**src/rtl/irq_pkg.sv**
```systemverilog
package irq_pkg;

    typedef enum logic {
        BIT_IDLE = 1'b0,
        BIT_PEND = 1'b1
    } bit_state_e;

    typedef enum logic {
        BUS_IDLE = 1'b0,
        BUS_RESP = 1'b1
    } bus_state_e;

endpackage

```
**src/rtl/irq_sticky_cell.sv**
```systemverilog
module irq_sticky_cell
    import irq_pkg::*;
(
    input  logic clk,
    input  logic rst_n,
    input  logic src,
    input  logic enable,
    input  logic level,
    input  logic clr,
    output logic pend_o
);

    bit_state_e state_q;
    bit_state_e state_nxt;
    logic       src_q;
    logic       set_evt;

    // previous source value for rising-edge detection
    always_ff @(posedge clk or negedge rst_n) begin
        if (!rst_n) src_q <= 1'b0;
        else        src_q <= src;
    end

    always_comb begin
        if (level) set_evt = enable & src;
        else       set_evt = enable & src & ~src_q;
    end

    always_comb begin
        state_nxt = state_q;
        unique case (state_q)
            BIT_IDLE: begin
                if (set_evt) state_nxt = BIT_PEND;
            end
            BIT_PEND: begin
                if (!enable)              state_nxt = BIT_IDLE;
                else if (clr && !set_evt) state_nxt = BIT_IDLE;
            end
            default: state_nxt = BIT_IDLE;
        endcase
    end

    always_ff @(posedge clk or negedge rst_n) begin
        if (!rst_n) state_q <= BIT_IDLE;
        else        state_q <= state_nxt;
    end

    always_comb begin
        pend_o = (state_q == BIT_PEND);
    end

    AST_SET_WINS: assert property (@(posedge clk) disable iff (!rst_n)
        set_evt |=> (state_q == BIT_PEND));
    AST_DISABLED_CLEARS: assert property (@(posedge clk) disable iff (!rst_n)
        !enable |=> (state_q == BIT_IDLE));
    AST_STICKY_HOLD: assert property (@(posedge clk) disable iff (!rst_n)
        (state_q == BIT_PEND && enable && !clr) |=> (state_q == BIT_PEND));
    AST_LEVEL_SURVIVES: assert property (@(posedge clk) disable iff (!rst_n)
        (level && enable && src && clr) |=> (state_q == BIT_PEND));

endmodule

```
**src/rtl/irq_cfg_regs.sv**
```systemverilog
module irq_cfg_regs #(
    parameter int unsigned NSRC = 8,
    parameter int unsigned AW   = 8,
    parameter logic [AW-1:0] STAT_ADDR = 8'h07,
    parameter logic [AW-1:0] MASK_ADDR = 8'h08,
    parameter logic [AW-1:0] MODE_ADDR = 8'h09
) (
    input  logic            clk,
    input  logic            rst_n,
    input  logic [AW-1:0]   bus_addr,
    input  logic            bus_wr,
    input  logic [NSRC-1:0] bus_wdata,
    output logic [NSRC-1:0] mask_q,
    output logic [NSRC-1:0] mode_q
);

    logic wr_mask;
    logic wr_mode;

    always_comb begin
        wr_mask = bus_wr && (bus_addr == MASK_ADDR);
        wr_mode = bus_wr && (bus_addr == MODE_ADDR);
    end

    always_ff @(posedge clk or negedge rst_n) begin
        if (!rst_n) begin
            mask_q <= '0;
            mode_q <= '0;
        end else begin
            if (wr_mask) mask_q <= bus_wdata;
            if (wr_mode) mode_q <= bus_wdata;
        end
    end

    AST_STATUS_WRITE_IGNORED: assert property (@(posedge clk) disable iff (!rst_n)
        (bus_wr && bus_addr == STAT_ADDR) |=> ($stable(mask_q) && $stable(mode_q)));

endmodule

```
**src/rtl/irq_bus_fsm.sv**
```systemverilog
module irq_bus_fsm
    import irq_pkg::*;
#(
    parameter int unsigned NSRC = 8,
    parameter int unsigned AW   = 8,
    parameter logic [AW-1:0] STAT_ADDR = 8'h07,
    parameter logic [AW-1:0] MASK_ADDR = 8'h08,
    parameter logic [AW-1:0] MODE_ADDR = 8'h09
) (
    input  logic            clk,
    input  logic            rst_n,
    input  logic [AW-1:0]   bus_addr,
    input  logic            bus_rd,
    input  logic [NSRC-1:0] stat_vec,
    input  logic [NSRC-1:0] mask_q,
    input  logic [NSRC-1:0] mode_q,
    output logic            clr_stat,
    output logic [NSRC-1:0] bus_rdata
);

    bus_state_e      state_q;
    bus_state_e      state_nxt;
    logic [NSRC-1:0] rd_sel;
    logic [NSRC-1:0] rdata_q;

    always_comb begin
        unique case (bus_addr)
            STAT_ADDR: rd_sel = stat_vec;
            MASK_ADDR: rd_sel = mask_q;
            MODE_ADDR: rd_sel = mode_q;
            default:   rd_sel = '0;
        endcase
    end

    always_comb begin
        state_nxt = state_q;
        unique case (state_q)
            BUS_IDLE: state_nxt = bus_rd ? BUS_RESP : BUS_IDLE;
            BUS_RESP: state_nxt = bus_rd ? BUS_RESP : BUS_IDLE;
            default:  state_nxt = BUS_IDLE;
        endcase
    end

    always_ff @(posedge clk or negedge rst_n) begin
        if (!rst_n) begin
            state_q <= BUS_IDLE;
            rdata_q <= '0;
        end else begin
            state_q <= state_nxt;
            rdata_q <= bus_rd ? rd_sel : '0;
        end
    end

    // output process
    always_comb begin
        clr_stat  = bus_rd && (bus_addr == STAT_ADDR);
        bus_rdata = (state_q == BUS_RESP) ? rdata_q : '0;
    end

    AST_RESP_FOLLOWS_READ: assert property (@(posedge clk) disable iff (!rst_n)
        bus_rd |=> (state_q == BUS_RESP));
    AST_IDLE_DATA_ZERO: assert property (@(posedge clk) disable iff (!rst_n)
        !bus_rd |=> (bus_rdata == '0));

endmodule

```
**src/rtl/irq_status_regs.sv**
```systemverilog
module irq_status_regs
    import irq_pkg::*;
#(
    parameter int unsigned NSRC = 8,
    parameter int unsigned AW   = 8,
    parameter logic [AW-1:0] STAT_ADDR = 8'h07,
    parameter logic [AW-1:0] MASK_ADDR = 8'h08,
    parameter logic [AW-1:0] MODE_ADDR = 8'h09
) (
    input  logic            clk,
    input  logic            rst_n,
    input  logic [AW-1:0]   bus_addr,
    input  logic            bus_rd,
    input  logic            bus_wr,
    input  logic [NSRC-1:0] bus_wdata,
    output logic [NSRC-1:0] bus_rdata,
    input  logic [NSRC-1:0] src_in,
    input  logic            irq_pol,
    output logic            irq_out
);

    localparam int unsigned LAST = NSRC - 1;

    logic [NSRC-1:0] mask_q;
    logic [NSRC-1:0] mode_q;
    logic [NSRC-1:0] stat_vec;
    logic            clr_stat;
    logic            irq_any;

    irq_cfg_regs #(
        .NSRC(NSRC), .AW(AW),
        .STAT_ADDR(STAT_ADDR), .MASK_ADDR(MASK_ADDR), .MODE_ADDR(MODE_ADDR)
    ) u_cfg (
        .clk      (clk),
        .rst_n    (rst_n),
        .bus_addr (bus_addr),
        .bus_wr   (bus_wr),
        .bus_wdata(bus_wdata),
        .mask_q   (mask_q),
        .mode_q   (mode_q)
    );

    for (genvar i = 0; i <= LAST; i++) begin : g_cell
        irq_sticky_cell u_cell (
            .clk   (clk),
            .rst_n (rst_n),
            .src   (src_in[i]),
            .enable(mask_q[i]),
            .level (mode_q[i]),
            .clr   (clr_stat),
            .pend_o(stat_vec[i])
        );
    end

    irq_bus_fsm #(
        .NSRC(NSRC), .AW(AW),
        .STAT_ADDR(STAT_ADDR), .MASK_ADDR(MASK_ADDR), .MODE_ADDR(MODE_ADDR)
    ) u_bus (
        .clk      (clk),
        .rst_n    (rst_n),
        .bus_addr (bus_addr),
        .bus_rd   (bus_rd),
        .stat_vec (stat_vec),
        .mask_q   (mask_q),
        .mode_q   (mode_q),
        .clr_stat (clr_stat),
        .bus_rdata(bus_rdata)
    );

    always_comb begin
        irq_any = |stat_vec;
        irq_out = irq_pol ? irq_any : ~irq_any;
    end

    AST_IRQ_ASSERTED: assert property (@(posedge clk) disable iff (!rst_n)
        (stat_vec != '0) |-> (irq_out == irq_pol));
    AST_STATUS_WITHIN_MASK: assert property (@(posedge clk) disable iff (!rst_n)
        1'b1 |=> ((stat_vec & ~mask_q) == '0 || !$stable(mask_q)));

endmodule

```
**config.mk**
```make
export PLATFORM = sky130hd
export DESIGN_NAME = irq_status_regs
export DESIGN_NICKNAME = d
export VERILOG_FILES = /design/src/rtl/irq_pkg.sv /design/src/rtl/irq_sticky_cell.sv /design/src/rtl/irq_cfg_regs.sv /design/src/rtl/irq_bus_fsm.sv /design/src/rtl/irq_status_regs.sv
export SDC_FILE = /design/constraint.sdc
export NUM_CORES = 1
export LEC_CHECK = 0
export CAP_MARGIN = 5
export CORE_MARGIN = 1
export CORE_UTILIZATION = 45
export DETAILED_ROUTE_END_ITERATION = 6
export PLACE_DENSITY = 0.73
export SLEW_MARGIN = 10
export SYNTH_ARGS = -nofsm -noshare
export SYNTH_HDL_FRONTEND = slang
export SYNTH_SLANG_ARGS = --single-unit
export TNS_END_PERCENT = 10
```
**constraint.sdc**
```tcl
create_clock -name clk -period 1.06 [get_ports clk]
set_clock_uncertainty 0.2 [all_clocks]
set_input_delay 0.106 -clock clk [delete_from_list [all_inputs] [get_ports clk]]
set_output_delay 0.106 -clock clk [all_outputs]
set_load 0.02 [all_outputs]
```
==> reports/summary.log, run 1 <==
INFO  outcome        run_status=finished, violations left
INFO  outcome        failed_checks=negative hold slack, negative setup slack
INFO  global_route   gr-total-overflow=0
INFO  critical_path  cp_data_required_time=0.75ns
INFO  critical_path  path_max_fanout=2
INFO  critical_path  worstSetupStartpointType=register
INFO  layout         drive_gt1_share=44.93%
INFO  timing         fin_crit_sh=162.1%
INFO  logic_synthesis synth-seq-area-share=56.87%
INFO  hold_path      min_path_type=input pin to async pin
INFO  power_and_ir_drop power_switching=0.6908mW
INFO  logic_synthesis ys.warnings.count=0
INFO  power_and_ir_drop vdd_ir_drop_max=874.8uV
INFO  placed_design  dp.final_hpwl=3.006mm
INFO  power_and_ir_drop leakage=1.295nW
INFO  routing        drt-initial-drc-count=35
INFO  logic_synthesis syn_nets=174
INFO  timing         maxSlewHeadroom=81.64%
INFO  floorplanning  initial_core_util=48.20%
INFO  global_route   grt_first_pass_wirelength=6.955mm
INFO  timing         setup_viol=41
INFO  clock_tree     h-tree-depth=2
INFO  logic_synthesis post_synth_inst_count=145
INFO  routing        detailroute.via_count=1399
INFO  routing        postRouteAntennaNets=0
INFO  critical_path  worst_setup_path_class=register to output pin
INFO  clock_tree     insertion_delay_of_the_later_clocked_pin_in_the_worst_skew_pair=0.29ns
INFO  timing         rsz0062_at_grt=true
INFO  timing         final_critical_path_setup_slack=-0.6586ns
INFO  floorplanning  chipWidth=65.32um
INFO  layout         layout.core_utilization=72.99%
INFO  global_route   first_global_vias=1515
INFO  floorplanning  die_height=65.32um
INFO  timing         number_of_max_slew_violations_in_the_final_report=0
INFO  clock_tree     cts_made_buffers=5
INFO  layout         area_growth_syn_to_layout=51.46%
INFO  power_and_ir_drop power.clock.fraction=31.7%
INFO  routing        drtPass1Iterations=4
INFO  timing         fin_tns_setup=-10.72ns
INFO  layout         layout.nets=255
INFO  layout         final_cell_mix=sky130_fd_sc_hd__dfrtp_1 (41), sky130_fd_sc_hd__buf_4 (37), sky130_fd_sc_hd__clkdlybuf4s50_1 (19), sky130_fd_sc_hd__mux2_2 (17), sky130_fd_sc_hd__inv_1 (16)
INFO  clock_tree     cts.path.max_buffers=2
INFO  clock_tree     clkSinkCount=41
INFO  floorplanning  die-area=4267um^2
INFO  routing        drt_wl_total=4.146mm
INFO  logic_synthesis synthesis.area=1804um^2
INFO  routing        routed_via_density=5.087
INFO  placed_design  finalWeightedCongestion=0.8285
INFO  timing         final_period_minus_worst_setup_slack=1.719ns
INFO  layout         multi_input_area=795.8um^2
INFO  routing        route.detailed.drc=0
INFO  routing        routedWlPerCell=15.08um
INFO  logic_synthesis yosysUniqueCellTypes=20
INFO  power_and_ir_drop seqPwrFrac=54.3%
INFO  power_and_ir_drop internal_power=2.332mW
INFO  placed_design  port_buffers=37
INFO  timing         timing.fmax=581.9MHz
INFO  critical_path  worst-r2r-setup-slack=-0.12ns
INFO  timing         final.hold.worst_slack=-0.01242ns
INFO  clock_tree     clk_root_buffer_cell=sky130_fd_sc_hd__clkbuf_8
INFO  placed_design  numPlacedInstances=262
INFO  timing         timing_hold_violations_final=7
INFO  global_route   grt_max_degree=35
INFO  layout         fillerInstances=255
INFO  floorplanning  ios=38
INFO  layout         n_antenna_cell=0
INFO  critical_path  cp.arrival=1.41ns
INFO  power_and_ir_drop comb_power_share=14.0%
INFO  global_route   global_route.usage.total=22.44%
INFO  layout         final_common_cell=sky130_fd_sc_hd__dfrtp_1
INFO  critical_path  worstSetupEndpointType=output pin
INFO  placed_design  preCtsSetupSlack=-0.9266ns
INFO  logic_synthesis ys_ff_latch=41
INFO  floorplanning  core_area=3744um^2
INFO  power_and_ir_drop power.share.switching=22.85%
INFO  global_route   grt_antenna_before_repair=0
INFO  floorplanning  fp-row-count=22
INFO  layout         sequential_cell_area=1026um^2
INFO  logic_synthesis syn_avg_cell_area=12.44um^2
INFO  clock_tree     tritoncts=yes
INFO  clock_tree     hold_buffer_count_at_cts=1
INFO  flow_run       drv.max_cap_violation_count=0
INFO  clock_tree     clkSlewWorstSetupHoldPaths=0.07ns
INFO  layout         post_layout_nonfiller_instances=275
INFO  power_and_ir_drop power_per_cell_area=1106nW/um^2
INFO  timing         timing_worst_slew_pin_value=0.2730ns
-- flip-flops by register name, indices dropped and copies added (netlist names) --
signal / count
g_cell.u_cell.pend_o: 8
u_bus.state_q: 1
u_cfg.mode_q: 8
u_bus.rdata_q: 8
u_cfg.mask_q: 8
g_cell.u_cell.src_q: 8
-- per-stage QoR --
step	hold WS (ns)	cell area (um^2)	total power, mW
after CTS	-0.01192	2673	3.032
final	-0.01242	2733	3.023
after floorplan	-0.3896	1804	1.786
after detailed placement	-0.2336	2491	2.057
after global placement	-0.2376	2491	2.037
after global routing	-0.01223	2733	3.155
-- area by class of cell --
type	instances	area share, %
inverters	16	2.198
repair buffers	80	26.01
flip-flops and latches	41	37.55
multi-input cells	82	29.12
well taps	48	2.198
clock buffers	8	2.930
-- worst max-delay path, stage by stage, from the launching register on --
cell,delay [ns]
sky130_fd_sc_hd__dfrtp_1,0.39
sky130_fd_sc_hd__nor4_1,0.31
sky130_fd_sc_hd__nand2_1,0.11
sky130_fd_sc_hd__xnor2_1,0.15
sky130_fd_sc_hd__buf_4,0.16
-- cells in the mapped netlist --
master	count	area, um^2
sky130_fd_sc_hd__dfrtp_1	41	1026
sky130_fd_sc_hd__mux2_2	24	270.3
sky130_fd_sc_hd__inv_1	16	60.06
sky130_fd_sc_hd__a21boi_0	8	60.06
sky130_fd_sc_hd__a22oi_1	8	60.06
sky130_fd_sc_hd__a31oi_1	8	50.05
sky130_fd_sc_hd__and2_1	8	50.05
sky130_fd_sc_hd__nor2_1	8	30.03
sky130_fd_sc_hd__o21a_1	8	60.06
sky130_fd_sc_hd__and4b_1	2	20.02
sky130_fd_sc_hd__buf_2	2	10.01
sky130_fd_sc_hd__clkbuf_1	2	7.510
sky130_fd_sc_hd__nand2_1	2	7.510
sky130_fd_sc_hd__nor4_1	2	12.51
sky130_fd_sc_hd__buf_4	1	7.510
sky130_fd_sc_hd__buf_6	1	11.26
sky130_fd_sc_hd__nand4_4	1	21.27
sky130_fd_sc_hd__nor3b_4	1	18.77
sky130_fd_sc_hd__nor4_2	1	12.51
sky130_fd_sc_hd__xnor2_1	1	8.760
-- repair_timing --
| item | 4_1_cts | 5_1_grt |
|---|---|---|
| endpoints found under the setup margin | 41 | 41 |
| pin swaps | 10 | 2 |
| setup buffers | 3 | 1 |
| cloned | 0 | 0 |
| gates resized for setup | 80 | 13 |
| hold endpoints to repair | 41 | 7 |
-- cells by family after synthesis --
family | share of synthesized area, %
simple gates | 9.570
mux | 14.98
buf+inv | 5.340
xor+xnor | 0.4855
flops | 56.87
compound gates | 12.76
-- power groups by stage --
stage / clock, mW / combinational [mW] / sequential (mW)
after floorplan: 0 / 0.120 / 1.67
after global placement: 0 / 0.371 / 1.67
after detailed placement: 0 / 0.386 / 1.67
after CTS: 0.976 / 0.415 / 1.64
after global routing: 1.05 / 0.458 / 1.65
final: 0.957 / 0.425 / 1.64
-- final timing paths --
| kind | from | endpoint | cells after the start |
|---|---|---|---|
| worst max-delay path | g_cell[6].u_cell.pend_o | irq_out | 4 |
| worst min-delay path | rst_n | g_cell[3].u_cell.src_q | 2 |
| worst max register to register | u_cfg.mode_q[4] | g_cell[4].u_cell.pend_o | 4 |
| worst min register to register | u_cfg.mask_q[6] | g_cell[6].u_cell.pend_o | 2 |
| max in group asynchronous | rst_n | g_cell[0].u_cell.src_q | 3 |
| min in group clk | src_in[2] | g_cell[2].u_cell.src_q | 1 |
-- per-layer routing --
layer  up-vias  routed length (um)  global-route usage [%]
met5         -                   0                       0
met4         0                 153                   11.14
met3        14                 249                   7.292
met2        51                2042                   37.63
met1       668                1701                   25.54
li1        666                   -                       -
Note: power is estimated with default switching activity, not from simulation.
==> inputs of run 2 (changes only) <==
--- a/config.mk
+++ b/config.mk
@@ -5,7 +5,6 @@
 export SDC_FILE = /design/constraint.sdc
 export NUM_CORES = 1
 export LEC_CHECK = 0
-export CAP_MARGIN = 5
 export CORE_MARGIN = 1
 export CORE_UTILIZATION = 45
 export DETAILED_ROUTE_END_ITERATION = 6
==> results of run 2 <==
Final layout, timing and power as in run 1 (identical DEF).
